`config.mk`:
```
export PLATFORM = sky130hd
export DESIGN_NAME = ddr_adc_capture
export DESIGN_NICKNAME = d
export VERILOG_FILES = /design/src/rtl/ddr_cap_pkg.sv /design/src/rtl/ddr_cap_ctrl.sv /design/src/rtl/ddr_cap_bitwise.sv /design/src/rtl/ddr_cap_outreg.sv /design/src/rtl/ddr_adc_capture.sv
export SDC_FILE = /design/constraint.sdc
export NUM_CORES = 1
export LEC_CHECK = 0
export BUFFER_PORTS_ARGS = -buffer_cell sky130_fd_sc_hd__buf_2
export CAP_MARGIN = 0
export CORE_ASPECT_RATIO = 0.6
export CORE_MARGIN = 2
export CORE_UTILIZATION = 25
export CTS_CLUSTER_DIAMETER = 40
export DETAILED_ROUTE_END_ITERATION = 10
export GPL_TIMING_DRIVEN = 0
export PLACE_DENSITY_LB_ADDON = 0.15
export SYNTH_ARGS = -nofsm -noshare
export SYNTH_HDL_FRONTEND = slang
export SYNTH_SLANG_ARGS = --single-unit
```
`constraint.sdc`:
```
create_clock -name clk -period 1.3 [get_ports clk]
set_input_delay 0.26 -clock clk [delete_from_list [all_inputs] [get_ports clk]]
set_output_delay 0.26 -clock clk [all_outputs]
set_load 0.05 [all_outputs]
```
`src/rtl/ddr_cap_pkg.sv`:
```
package ddr_cap_pkg;
   typedef enum logic {
      FMT_BITWISE    = 1'b0,
      FMT_SAMPLEWISE = 1'b1
   } cap_fmt_e;

   function automatic bit res_ok(input int res);
      return (res >= 12) && (res <= 16) && ((res % 2) == 0);
   endfunction
endpackage

```
`src/rtl/ddr_cap_ctrl.sv`:
```
module ddr_cap_ctrl
   import ddr_cap_pkg::*;
(
   input  logic     clk,
   input  logic     srst,
   input  logic     fmt_sel,
   output cap_fmt_e fmt_q,
   output logic     valid_o
);
   logic warm_q;

   always_ff @(posedge clk) begin
      if (srst) begin
         fmt_q   <= cap_fmt_e'(fmt_sel);
         warm_q  <= 1'b0;
         valid_o <= 1'b0;
      end else begin
         warm_q  <= 1'b1;
         valid_o <= warm_q;
      end
   end

   AST_RESET_CLEARS_VALID: assert property (@(posedge clk) srst |=> !valid_o);
   AST_FIRST_CYCLE_QUIET: assert property (@(posedge clk) disable iff (srst)
      $past(srst) |-> !valid_o);
   AST_VALID_CONTINUOUS: assert property (@(posedge clk) disable iff (srst)
      valid_o |=> valid_o);
   AST_FMT_HELD: assert property (@(posedge clk) disable iff (srst)
      !$past(srst) |-> $stable(fmt_q));
endmodule

```
`src/rtl/ddr_cap_bitwise.sv`:
```
module ddr_cap_bitwise #(
   parameter int RES = 16,
   localparam int HALF = RES / 2
) (
   input  logic [HALF-1:0] lane_rise,
   input  logic [HALF-1:0] lane_fall,
   output logic [RES-1:0]  word_o
);
   for (genvar k = 0; k < HALF; k++) begin : g_lane
      assign word_o[2*k]   = lane_rise[k];
      assign word_o[2*k+1] = lane_fall[k];
   end
endmodule

```
`src/rtl/ddr_cap_outreg.sv`:
```
module ddr_cap_outreg
   import ddr_cap_pkg::*;
#(
   parameter int RES = 16
) (
   input  logic           clk,
   input  logic           srst,
   input  cap_fmt_e       fmt,
   input  logic [RES-1:0] bw_word,
   input  logic [RES-1:0] sw_rise,
   input  logic [RES-1:0] sw_fall,
   output logic [RES-1:0] early_o,
   output logic [RES-1:0] late_o
);
   logic [RES-1:0] early_d, late_d;

   always_comb begin
      if (fmt == FMT_SAMPLEWISE) begin
         early_d = sw_rise;
         late_d  = sw_fall;
      end else begin
         early_d = bw_word;
         late_d  = '0;
      end
   end

   always_ff @(posedge clk) begin
      if (srst) begin
         early_o <= '0;
         late_o  <= '0;
      end else begin
         early_o <= early_d;
         late_o  <= late_d;
      end
   end
endmodule

```
`src/rtl/ddr_adc_capture.sv`:
```
module ddr_adc_capture
   import ddr_cap_pkg::*;
#(
   parameter int RES = 16,
   localparam int HALF = RES / 2
) (
   input  logic           clk,
   input  logic           srst,
   input  logic           fmt_sel,
   input  logic [RES-1:0] din_rise,
   input  logic [RES-1:0] din_fall,
   output logic           smp_valid,
   output logic [RES-1:0] smp_early,
   output logic [RES-1:0] smp_late
);
   if (!res_ok(RES)) begin : g_res_bad
      $error("ddr_adc_capture: RES must be even and within 12..16");
   end

   cap_fmt_e       fmt_q;
   logic [RES-1:0] bw_word;

   ddr_cap_ctrl u_ctrl (
      .clk     (clk),
      .srst    (srst),
      .fmt_sel (fmt_sel),
      .fmt_q   (fmt_q),
      .valid_o (smp_valid)
   );

   ddr_cap_bitwise #(.RES(RES)) u_bitwise (
      .lane_rise (din_rise[HALF-1:0]),
      .lane_fall (din_fall[HALF-1:0]),
      .word_o    (bw_word)
   );

   ddr_cap_outreg #(.RES(RES)) u_outreg (
      .clk     (clk),
      .srst    (srst),
      .fmt     (fmt_q),
      .bw_word (bw_word),
      .sw_rise (din_rise),
      .sw_fall (din_fall),
      .early_o (smp_early),
      .late_o  (smp_late)
   );

   AST_BW_LOW_PAIR: assert property (@(posedge clk) disable iff (srst)
      (smp_valid && fmt_q == FMT_BITWISE) |->
      (smp_early[0] == $past(din_rise[0]) && smp_early[1] == $past(din_fall[0])));
   AST_BW_TOP_PAIR: assert property (@(posedge clk) disable iff (srst)
      (smp_valid && fmt_q == FMT_BITWISE) |->
      (smp_early[RES-2] == $past(din_rise[HALF-1]) && smp_early[RES-1] == $past(din_fall[HALF-1])));
   AST_BW_LATE_ZERO: assert property (@(posedge clk) disable iff (srst)
      (smp_valid && fmt_q == FMT_BITWISE) |-> smp_late == '0);
   AST_SW_ORDER: assert property (@(posedge clk) disable iff (srst)
      (smp_valid && fmt_q == FMT_SAMPLEWISE) |->
      (smp_early == $past(din_rise) && smp_late == $past(din_fall)));
endmodule

```
After elaboration in Yosys (flattened, before gate mapping):

Cells that the tools add are included.

* bitwise gates (word level): 1
* reductions and logical operators: 1
* multiplexer cells: 2

Operator list (number)
* $mux 16: 1
* $reduce_or 2->1: 1
* $mux 1: 1
* $not 1->1: 1

* logic and storage cells: 9
* register bits: 35
* bits of input ports: 35
* output and inout port bits: 33

Longest topological paths before layout:

* depth in word-level cells: 2
* mapped depth: 4

Hierarchy:

From an unflattened synthesis, not the netlist that was laid out.

* cell total of the unflattened synthesis: 107
* area, all modules: 1217.4 um^2

By module, submodules not included
* ddr_cap_outreg: cells each 86, seq. area each 640.6 um^2, area each 1017.2 um^2, instances 1
* ddr_cap_bitwise: cells each 16, seq. area each 0.0 um^2, area each 120.1 um^2, instances 1
* ddr_cap_ctrl: cells each 5, seq. area each 70.1 um^2, area each 80.1 um^2, instances 1

Worst setup path after synthesis:

OpenSTA, ideal clock, no wires.

* path kind: flip-flop to flip-flop
* start: reg u_ctrl.fmt_q
* end: reg u_outreg.late_o[10]
* path buffers: 2
* arrival time: 890 ps
* required time: 1185 ps
* setup slack: 295 ps
* cell stages (with the launch flop): 5
* path through: edfxtp_1 -> buf_6 -> nor2b_4 -> buf_6 -> and2_1

* word-level cells in the longest chain between the ends: 2

Ends and longest elaborated chain
* start, declared: line ddr_cap_ctrl.sv:7 `output cap_fmt_e fmt_q,`
* start signal, assigned: line ddr_cap_ctrl.sv:14 `fmt_q <= cap_fmt_e'(fmt_sel);`
* $not 1->1 (no line)
* $reduce_or 2->1 (no line)
* end signal, assigned: line ddr_cap_outreg.sv:33 `late_o <= late_d;`
* end, declared: line ddr_cap_outreg.sv:13 `output logic [RES-1:0] late_o`

No other way between the ends.
A chain may end at the register's enable or synchronous reset.

Worst setup path after layout:

* start: reg u_outreg.early_o[9]
* end: out smp_early[9]

RTL lines
* start, declared: line ddr_cap_outreg.sv:12 `output logic [RES-1:0] early_o,`
* start signal, assigned: line ddr_cap_outreg.sv:32 `early_o <= early_d;`
* end, declared: line ddr_adc_capture.sv:13 `output logic [RES-1:0] smp_early,`

No word-level cell between the ends.

==> results.cfg <==
[status]
status = complete, no violations

[sta]
finalSetupViolCount = 0
hold_ws_ns = 0.161
drv_slew = 0
fmax_ghz = 0.891
finalClockSkew_ns = 0.00746
slew_headroom_pct = 82.8
fin_crit_ns = 1.12
post-route-period-util_pct = 86.4
fin_tns_setup_ns = 0
hold_viol_final = 0
rsz0062_at_grt = no
worst_pin_slew_ns = 0.261

[hold_path]
hold_path_class = input pin to flop
holdPathEnd = u_ctrl.fmt_q
hold_depth = 1
min_from = fmt_sel

[power]
powerDensity_nw_per_um2 = 1500
p_sw_share_pct = 28.9
ir_drop_uv = 387
seqPwrFrac_pct = 48.5
clock_power_share_pct = 32.5
p_sw_uw = 690
cell_internal_pwr_uw = 1700
p_leak_uw = 0.000842
comb_power_share_pct = 19.1

[cells_and_area]
nets = 199
antenna_cells = 0
drive_above_1_share_pct = 48.8
area_growth_pct = 45.6

[clock_network]
clkSlewWorstSetupHoldPaths_ns = 0.07
postCtsSetupBuffers = 0
htreeDepth = 2
cts_hold_repair.buffers = 0
cts_buffers = 5
cts_tree = built
root_buffer = clkbuf_8
clk-insertion-delay-late_ns = 0.28
cts_resized = 0
cts_buffer_depth = 2
cts.sinks = 35

[floorplan]
rows = 18
coreArea_um2 = 4140
die_w_um = 89.3
dieArea_um2 = 4930
start_util_pct = 26.3
die_y_um = 55.2
pin_count = 68

[global_route]
grt_start_max_net_pins = 11
antenna_found_initial = 0
grt_pass1_wl_mm = 3.64
grt-ovfl-total = 0
grtUsageTotal_pct = 10.9
grt_pass1_vias = 813

[setup_path]
reg2reg_to = u_outreg.late_o[8]
end_kind = output pin
critPathMaxFanout = 1
max_stage_delay_ns = 0.32
arrival_ns = 0.86
reg2reg_slack_ns = 0.22
startpoint = u_outreg.early_o[9]
slowest_stage = dfxtp_1
path_class = flop to output pin
crit_buf_inv = 1
reg2reg_from = u_ctrl.fmt_q
cp-start-kind = flop
required_ns = 1.04
worstPathCellList = buf_2
reg2reg_depth = 4
cp_top_family = flip-flops

[synthesis]
yosysTopAreaCell = dfxtp_1
synth_top_area_share_pct = 62.4
ys_seq_area_share_pct = 65.1
yosysWarnings = 0
synth_nets = 125
syn_area_um2 = 1090
ys_types = 10
synth_cells = 90
syn_avg_cell_area_um2 = 12.1
ys_seq_elements = 35
synth.area.top_cells = dfxtp_1, mux2i_1, and2_1

[drt]
via_count = 859
wl_mm = 2.53
ant_nets = 0
drc = 0
post_drt_wl_per_cell_um = 11.3
drt-initial-drc-count = 7
avgViaCountPerCell = 3.83
dr.pass1.iters = 2

[place]
hpwl_mm = 1.91
gp_congestion = 0.638
portBuffers = 67

[flow_run]
max_cap_violations = 0
[registers in the layout (all words and copies together), names as in the netlist]
name,count
u_outreg.early_o,16
u_ctrl.warm_q,1
u_outreg.late_o,16
u_ctrl.fmt_q,1
u_ctrl.valid_o,1
[Yosys cell counts, drive strengths merged]
master,count
dfxtp,34
inv,1
edfxtp,1
and2,16
nor2b,3
buf,5
nor2,15
mux2i,15
[power by group through the flow]
stage	clock network (uW)	registers (uW)	logic (uW)
2_1_floorplan	0	1400	108
3_5_place_dp	0	1180	462
6_report	775	1160	455
5_1_grt	856	1160	482
3_3_place_gp	0	1180	455
4_1_cts	805	1160	462
[how the worst max path moves through the flow]
stage | to | cells after the start
finish | smp_early[9] | 1
global route | smp_late[8] | 1
CTS | smp_late[8] | 1
detailed placement | u_outreg.late_o[8] | 5
global placement | u_outreg.late_o[7] | 5
floorplan | u_outreg.late_o[10] | 4
[per-layer routing]
| metal | vias up | routed length (um) | GRT usage [%] |
|---|---|---|---|
| met1 | 383 | 1140 | 12.6 |
| met3 | 3 | 295 | 6.23 |
| li1 | 429 | - | - |
| met5 | - | 0 | 0 |
| met4 | 0 | 15 | 6.72 |
| met2 | 44 | 1080 | 15.6 |
[area by class of cell]
cell class,count,area [um2]
plain buffers,5,43.8
clock buffers,6,82.6
clock inverters,1,5.00
fillers,440,2550
inverters,1,3.75
multi-input cells,49,333
flip-flops and latches,35,711
well taps,60,75.1
repair buffers,67,335
[per-stage QoR]
stage	area [um2]	utilization (%)	std cells	power [uW]	worst slack (ns)
2_1_floorplan	1090	-	90	1510	0.295
3_3_place_gp	1500	36.2	217	1630	0.193
3_5_place_dp	1500	36.2	217	1640	0.164
4_1_cts	1590	38.3	224	2420	0.163
5_1_grt	1590	38.3	224	2500	0.119
6_report	1590	38.3	224	2390	0.177
[placed cells by master, fill, tap and decap left out]
cell | synthesis | routed
clkinv_2 | 0 | 1
dfxtp_1 | 34 | 34
and2_1 | 16 | 16
edfxtp_1 | 1 | 1
nor2b_4 | 1 | 1
nor2b_1 | 2 | 2
buf_2 | 2 | 69
mux2i_1 | 15 | 15
inv_1 | 1 | 1
clkbuf_8 | 0 | 6
buf_6 | 3 | 3
nor2_1 | 15 | 15
[logic make-up after synthesis]
group	count (synthesis)	synth area share (%)
multiplexers	15	13.8
flip-flops	35	65.1
AND/OR/NAND/NOR	34	16.7
buffers and inverters	6	4.36
Power figures use the tool's default switching activity.
